### config.mk
export PLATFORM = sky130hd
export DESIGN_NAME = bus_fifo_bridge
export DESIGN_NICKNAME = d
export VERILOG_FILES = /design/src/rtl/bus_fifo_bridge.sv
export SDC_FILE = /design/constraint.sdc
export NUM_CORES = 1
export LEC_CHECK = 0
export ABC_AREA = 0
export BUFFER_PORTS_ARGS = -buffer_cell sky130_fd_sc_hd__buf_2
export CORE_ASPECT_RATIO = 1.2
export CORE_MARGIN = 10
export CORE_UTILIZATION = 48
export DETAILED_ROUTE_END_ITERATION = 16
export GPL_TIMING_DRIVEN = 0
export RECOVER_POWER = 50
export SETUP_SLACK_MARGIN = 0.2
export SLEW_MARGIN = 40
export SYNTH_ARGS = -nofsm -noshare
export SYNTH_HDL_FRONTEND = slang
export SYNTH_SLANG_ARGS = --single-unit
### constraint.sdc
create_clock -name clk -period 11.05 [get_ports clk]
set_clock_uncertainty 0.1 [all_clocks]
set_input_delay 0.5525 -clock clk [delete_from_list [all_inputs] [get_ports clk]]
set_output_delay 0.5525 -clock clk [all_outputs]
set_load 0.01 [all_outputs]
### src/rtl/bus_fifo_bridge.sv
module bus_fifo_bridge #(
  parameter int DW     = 32,
  parameter int DEPTH  = 16,
  parameter int MAXLAT = 3
) (
  input  logic          clk,
  input  logic          rst,
  input  logic          bus_cs_n,
  input  logic          bus_we_n,
  input  logic          bus_oe_n,
  input  logic [DW-1:0] bus_d_in,
  output logic [DW-1:0] bus_d_out,
  output logic          bus_d_oe,
  input  logic [1:0]    rd_lat,
  input  logic [1:0]    wr_lat,
  output logic [DW-1:0] rx_data,
  output logic          rx_valid,
  input  logic          rx_ready,
  input  logic [DW-1:0] tx_data,
  input  logic          tx_valid,
  output logic          tx_ready,
  input  logic          err_clr,
  output logic          rx_overflow,
  output logic          tx_underflow
);
  localparam int AW = $clog2(DEPTH);
  localparam logic [AW:0] FULLCNT = (AW+1)'(DEPTH);

  // strobe decode and latency pipelines
  logic wr_act, rd_act;
  assign wr_act = ~bus_cs_n & ~bus_we_n;
  assign rd_act = ~bus_cs_n & ~bus_oe_n;

  logic [MAXLAT:1] wr_pipe, rd_pipe;
  always_ff @(posedge clk) begin
    if (rst) begin
      wr_pipe <= '0;
      rd_pipe <= '0;
    end else begin
      wr_pipe <= {wr_pipe[MAXLAT-1:1], wr_act};
      rd_pipe <= {rd_pipe[MAXLAT-1:1], rd_act};
    end
  end

  logic [MAXLAT:0] wr_taps, rd_taps;
  assign wr_taps = {wr_pipe, wr_act};
  assign rd_taps = {rd_pipe, rd_act};

  logic bus_push, bus_pop;
  assign bus_push = wr_taps[wr_lat];
  assign bus_pop  = rd_taps[rd_lat];

  // receive FIFO: bus in, ready/valid out
  logic [DW-1:0] rx_mem [DEPTH];
  logic [AW-1:0] rx_wp, rx_rp;
  logic [AW:0]   rx_cnt;
  logic          rx_full, rx_pop, rx_push;

  assign rx_full  = rx_cnt == FULLCNT;
  assign rx_valid = rx_cnt != '0;
  assign rx_data  = rx_mem[rx_rp];
  assign rx_pop   = rx_valid & rx_ready;
  assign rx_push  = bus_push & (~rx_full | rx_pop);

  always_ff @(posedge clk) begin
    if (rst) begin
      rx_wp  <= '0;
      rx_rp  <= '0;
      rx_cnt <= '0;
    end else begin
      if (rx_push) rx_wp <= rx_wp + 1'b1;
      if (rx_pop)  rx_rp <= rx_rp + 1'b1;
      rx_cnt <= rx_cnt + (AW+1)'(rx_push) - (AW+1)'(rx_pop);
    end
  end

  always_ff @(posedge clk)
    if (rx_push) rx_mem[rx_wp] <= bus_d_in;

  // transmit FIFO: ready/valid in, bus out
  logic [DW-1:0] tx_mem [DEPTH];
  logic [AW-1:0] tx_wp, tx_rp;
  logic [AW:0]   tx_cnt;
  logic          tx_empty, tx_push, tx_take;

  assign tx_empty = tx_cnt == '0;
  assign tx_ready = tx_cnt != FULLCNT;
  assign tx_push  = tx_valid & tx_ready;
  assign tx_take  = bus_pop & ~tx_empty;

  always_ff @(posedge clk) begin
    if (rst) begin
      tx_wp  <= '0;
      tx_rp  <= '0;
      tx_cnt <= '0;
    end else begin
      if (tx_push) tx_wp <= tx_wp + 1'b1;
      if (tx_take) tx_rp <= tx_rp + 1'b1;
      tx_cnt <= tx_cnt + (AW+1)'(tx_push) - (AW+1)'(tx_take);
    end
  end

  always_ff @(posedge clk)
    if (tx_push) tx_mem[tx_wp] <= tx_data;

  // bus output register
  always_ff @(posedge clk) begin
    if (rst) begin
      bus_d_out <= '0;
      bus_d_oe  <= 1'b0;
    end else begin
      bus_d_oe <= bus_pop;
      if (bus_pop) bus_d_out <= tx_empty ? '0 : tx_mem[tx_rp];
    end
  end

  // sticky flags, set wins over clear
  logic ovf_set, udf_set;
  assign ovf_set = bus_push & ~rx_push;
  assign udf_set = bus_pop & tx_empty;

  always_ff @(posedge clk) begin
    if (rst) begin
      rx_overflow  <= 1'b0;
      tx_underflow <= 1'b0;
    end else begin
      rx_overflow  <= ovf_set | (rx_overflow  & ~err_clr);
      tx_underflow <= udf_set | (tx_underflow & ~err_clr);
    end
  end

  p_drive_after_pop_r3: assert property (@(posedge clk) disable iff (rst)
    bus_pop |=> bus_d_oe);

  p_release_idle_r4: assert property (@(posedge clk) disable iff (rst)
    !bus_pop |=> !bus_d_oe);

  p_rx_bound_r5: assert property (@(posedge clk) disable iff (rst)
    rx_cnt <= FULLCNT);

  p_no_drop_on_drain_r6: assert property (@(posedge clk) disable iff (rst)
    (bus_push && rx_pop) |=> !$fell(rx_valid));

  p_overflow_sticky_r6: assert property (@(posedge clk) disable iff (rst)
    (rx_overflow && !err_clr) |=> rx_overflow);

  p_underflow_zero_r7: assert property (@(posedge clk) disable iff (rst)
    (bus_pop && tx_empty) |=> (bus_d_out == '0 && tx_underflow));

  p_clear_r8: assert property (@(posedge clk) disable iff (rst)
    (err_clr && !udf_set) |=> !tx_underflow);

  p_cs_gates_r10: assert property (@(posedge clk) disable iff (rst)
    (bus_cs_n && !rx_pop && $past(bus_cs_n) && wr_pipe == '0) |=> $stable(rx_cnt));
endmodule

==> results.md <==
- Status: completed
- Worst Hold Class: in -> reg
- Total routed wirelength: 97,600 um
- Crit path time final: 4.03 ns
- Critical path class: reg -> out
- Share of power burned in registers: 48.5%
- Placer congestion estimate: 0.757
- GRT Overall Usage: 19.9%
- Initial Util: 48.4%
- Die Footprint: 99,100 um^2
- Clk Latency, worst-skew pair: 0.68 ns
- CP endpoint kind: output port
- Clock-pin slew on the worst setup and hold paths: 0.06 ns
- Core area: 86,200 um^2
- Data arrival, critical path: 3.38 ns
- Startpoint types: register
- CTS sink count: 1,099
- Slew headroom: 40.4%
- Warnings from Yosys: 0
- Fin crit share: 36.5%
- Vias in the first global route: 21,200
- Required time worst endpoint: 10.40 ns
- Fraction of layout cells with a size suffix above 1: 32.2%
- Switching Share: 23.9%
- TritonRoute pass-1 iters: 5
- Max Root-Sink Buffers: 3
- Root buf cell: clkbuf_16
- Yosys reg bits: 1,099
- PortBufs: 144
- Largest net degree at the start of global routing: 26
- Synth Cell Area: 41,700 um^2
- Switching power: 2.32 mW
- Final TNS setup: 0 ns
- Vias per Instance: 5.81
- Hold Vio Cnt, Final: 0
- Routed len/inst: 28.6 um
- First-pass GRT wire length: 143,000 um
- # DRC: 0
- Fmax: 248 MHz
- Initial drt markers: 1,829
- Dpl cell area: 45,500 um^2
- Total grt overflow: 0
- Max FO, Critical Path: 10
- Fillers: 6,399
- Layout area overhead: 17.3%
- Post-synthesis cell type count: 43
- Number of synthesized flops with an enable pin: 1,024
- Number of max-cap violations: 0
- Unrepaired setup endpoints after global routing: false
- PnR Total Power: 9.74 mW
- Commonest register cell after synthesis: edfxtp_1
- Cells after Synth: 1,812
- Layout net count: 2,287
- Die width: 289 um
- Row count: 118
- Actual slew at the worst max-slew pin: 0.894 ns
- Initial antenna violation count: 10
- Most common cell after layout, fill and taps aside: edfxtp_1
- Post-Syn Area per Cell: 23.0 um^2
- H-tree Lvls: 3
- Antenna-violating nets left: 0
- Internal cell power: 7.42 mW
- Commonest non-fill, non-tap cells in the layout: 1,024 x edfxtp_1, 289 x mux4_2, 159 x clkbuf_1
- Dpl hpwl: 64,000 um
- Slew Limit Fails: 0
- Worst VDD drop: 0.138 mV
- Asr flop ratio synth: 0%
- PwrDens: 199 nW/um^2
- Leakage: 15.4 nW
- Setup violators final: 0
- Gate power share: 14.2%
- Die H: 343 um
- Via count: 19,900
- Register area share after synthesis: 77.3%
- Clock Power Share: 37.3%
- Syn Nets: 1,912
- TritonCTS clock tree: done
- Multi-input combinational cell area: 9050 um^2
- Design area: 48,900 um^2
- Num CTS Buffers: 104
- FF/Latch Area: 32,300 um^2
- I/O pin cnt: 145
- Setup bufs post-CTS: 0
-- synth_stat cells, drive strengths merged, types with 3 or more instances --
cell,count,area share [%]
edfxtp,1024,74
clkbuf,54,0.49
nor4,36,0.54
nand2,9,0.081
mux4,289,16
nor2b,12,0.18
or3,4,0.060
o21ai,4,0.048
and2,10,0.15
nand2b,3,0.045
inv,26,0.23
xnor2,4,0.084
buf,43,0.63
and3,4,0.060
mux2,33,0.89
dfxtp,75,3.6
ha,22,0.66
nand3,11,0.13
mux2i,34,0.82
nand4,3,0.045
nor3b,6,0.12
nor2,33,0.30
nor3,6,0.072
a21oi,13,0.16
a221o,33,0.79
xor2,8,0.17
-- worst max-delay path: stages (launching register included) --
cell and delay [ns]:
dfxtp_1 0.34, clkbuf_1 0.49, clkbuf_1 0.73, mux4_2 0.42, mux4_2 0.54, buf_2 0.17
-- metrics by stage --
step                      std cells  hold WS [ns]  utilization (%)  setup WS [ns]
after global routing           3416        0.0654             56.7           6.91
after CTS                      3415        0.0177             56.9           6.88
final                          3417        0.0744             56.7           7.02
after global placement         3096         0.347             50.9           1.51
after detailed placement       3217         0.362             52.8           7.44
after floorplan                1812         0.332                -           6.23
-- worst paths after layout --
kind               from      endpoint  slack [ns]  cells past startpoint
max            register    rx_data[0]        7.02                      5
min             err_clr  tx_underflow        0.07                      4
max reg2reg   tx_cnt[2]     tx_cnt[4]        7.47                     15
min reg2reg  wr_pipe[1]    wr_pipe[2]        0.37                      1
-- metal layers --
| layer | share of wire [%] | track usage (%) | vias to the layer above |
|---|---|---|---|
| li1 | - | - | 8447 |
| met1 | 39 | 24.5 | 10700 |
| met2 | 53 | 35.3 | 567 |
| met3 | 5.8 | 3.67 | 158 |
| met4 | 2.1 | 5.82 | 14 |
| met5 | 0.10 | 0 | - |
-- registers in the layout, summed over array words and instances, names as in the netlist, named ones only --
| name | flops |
|---|---|
| tx_cnt | 5 |
| tx_mem | 512 |
| rx_wp | 4 |
| rx_cnt | 5 |
| rd_pipe | 3 |
| rx_mem | 512 |
| bus_d_oe | 1 |
| rx_rp | 4 |
| tx_underflow | 1 |
| rx_overflow | 1 |
| tx_rp | 4 |
| bus_d_out | 32 |
| wr_pipe | 3 |
| tx_wp | 4 |
-- kinds of logic after synthesis --
kind of cell | after synthesis | synth area share, %
AND/OR/NAND/NOR | 142 | 1.90
XOR/XNOR | 12 | 0.252
AO/OA/AOI/OAI | 56 | 1.11
multiplexers | 356 | 17.3
adder cells (fa/ha/maj) | 24 | 0.756
buffers and inverters | 123 | 1.35
flip-flops | 1099 | 77.3
-- layout make-up --
| cell class | instances | share of cell area (%) |
|---|---|---|
| Tap cell | 1140 | 2.92 |
| Timing Repair Buffer | 269 | 4.28 |
| Sequential cell | 1099 | 65.9 |
| Clock buffer | 139 | 5.86 |
| Buffer | 97 | 1.01 |
| Multi-Input combinational cell | 590 | 18.5 |
| Antenna cell | 2 | 0.0102 |
| Clock inverter | 55 | 1.29 |
| Inverter | 26 | 0.200 |
-- power by group through the flow --
stage          combinational [mW]  sequential, mW  clock [mW]
2_1_floorplan               0.907            4.81           0
3_3_place_gp                 1.36            4.82           0
3_5_place_dp                 1.42            4.81           0
4_1_cts                      1.42            4.72        3.70
5_1_grt                      1.50            4.73        3.86
6_report                     1.38            4.72        3.64
-- what timing repair did --
action | 4_1_cts | 5_1_grt
hold buffers | 4 | 0
resized for setup | 0 | 0
endpoints found under the hold margin | 2 | 0
Note: power is estimated with default switching activity, not from simulation.
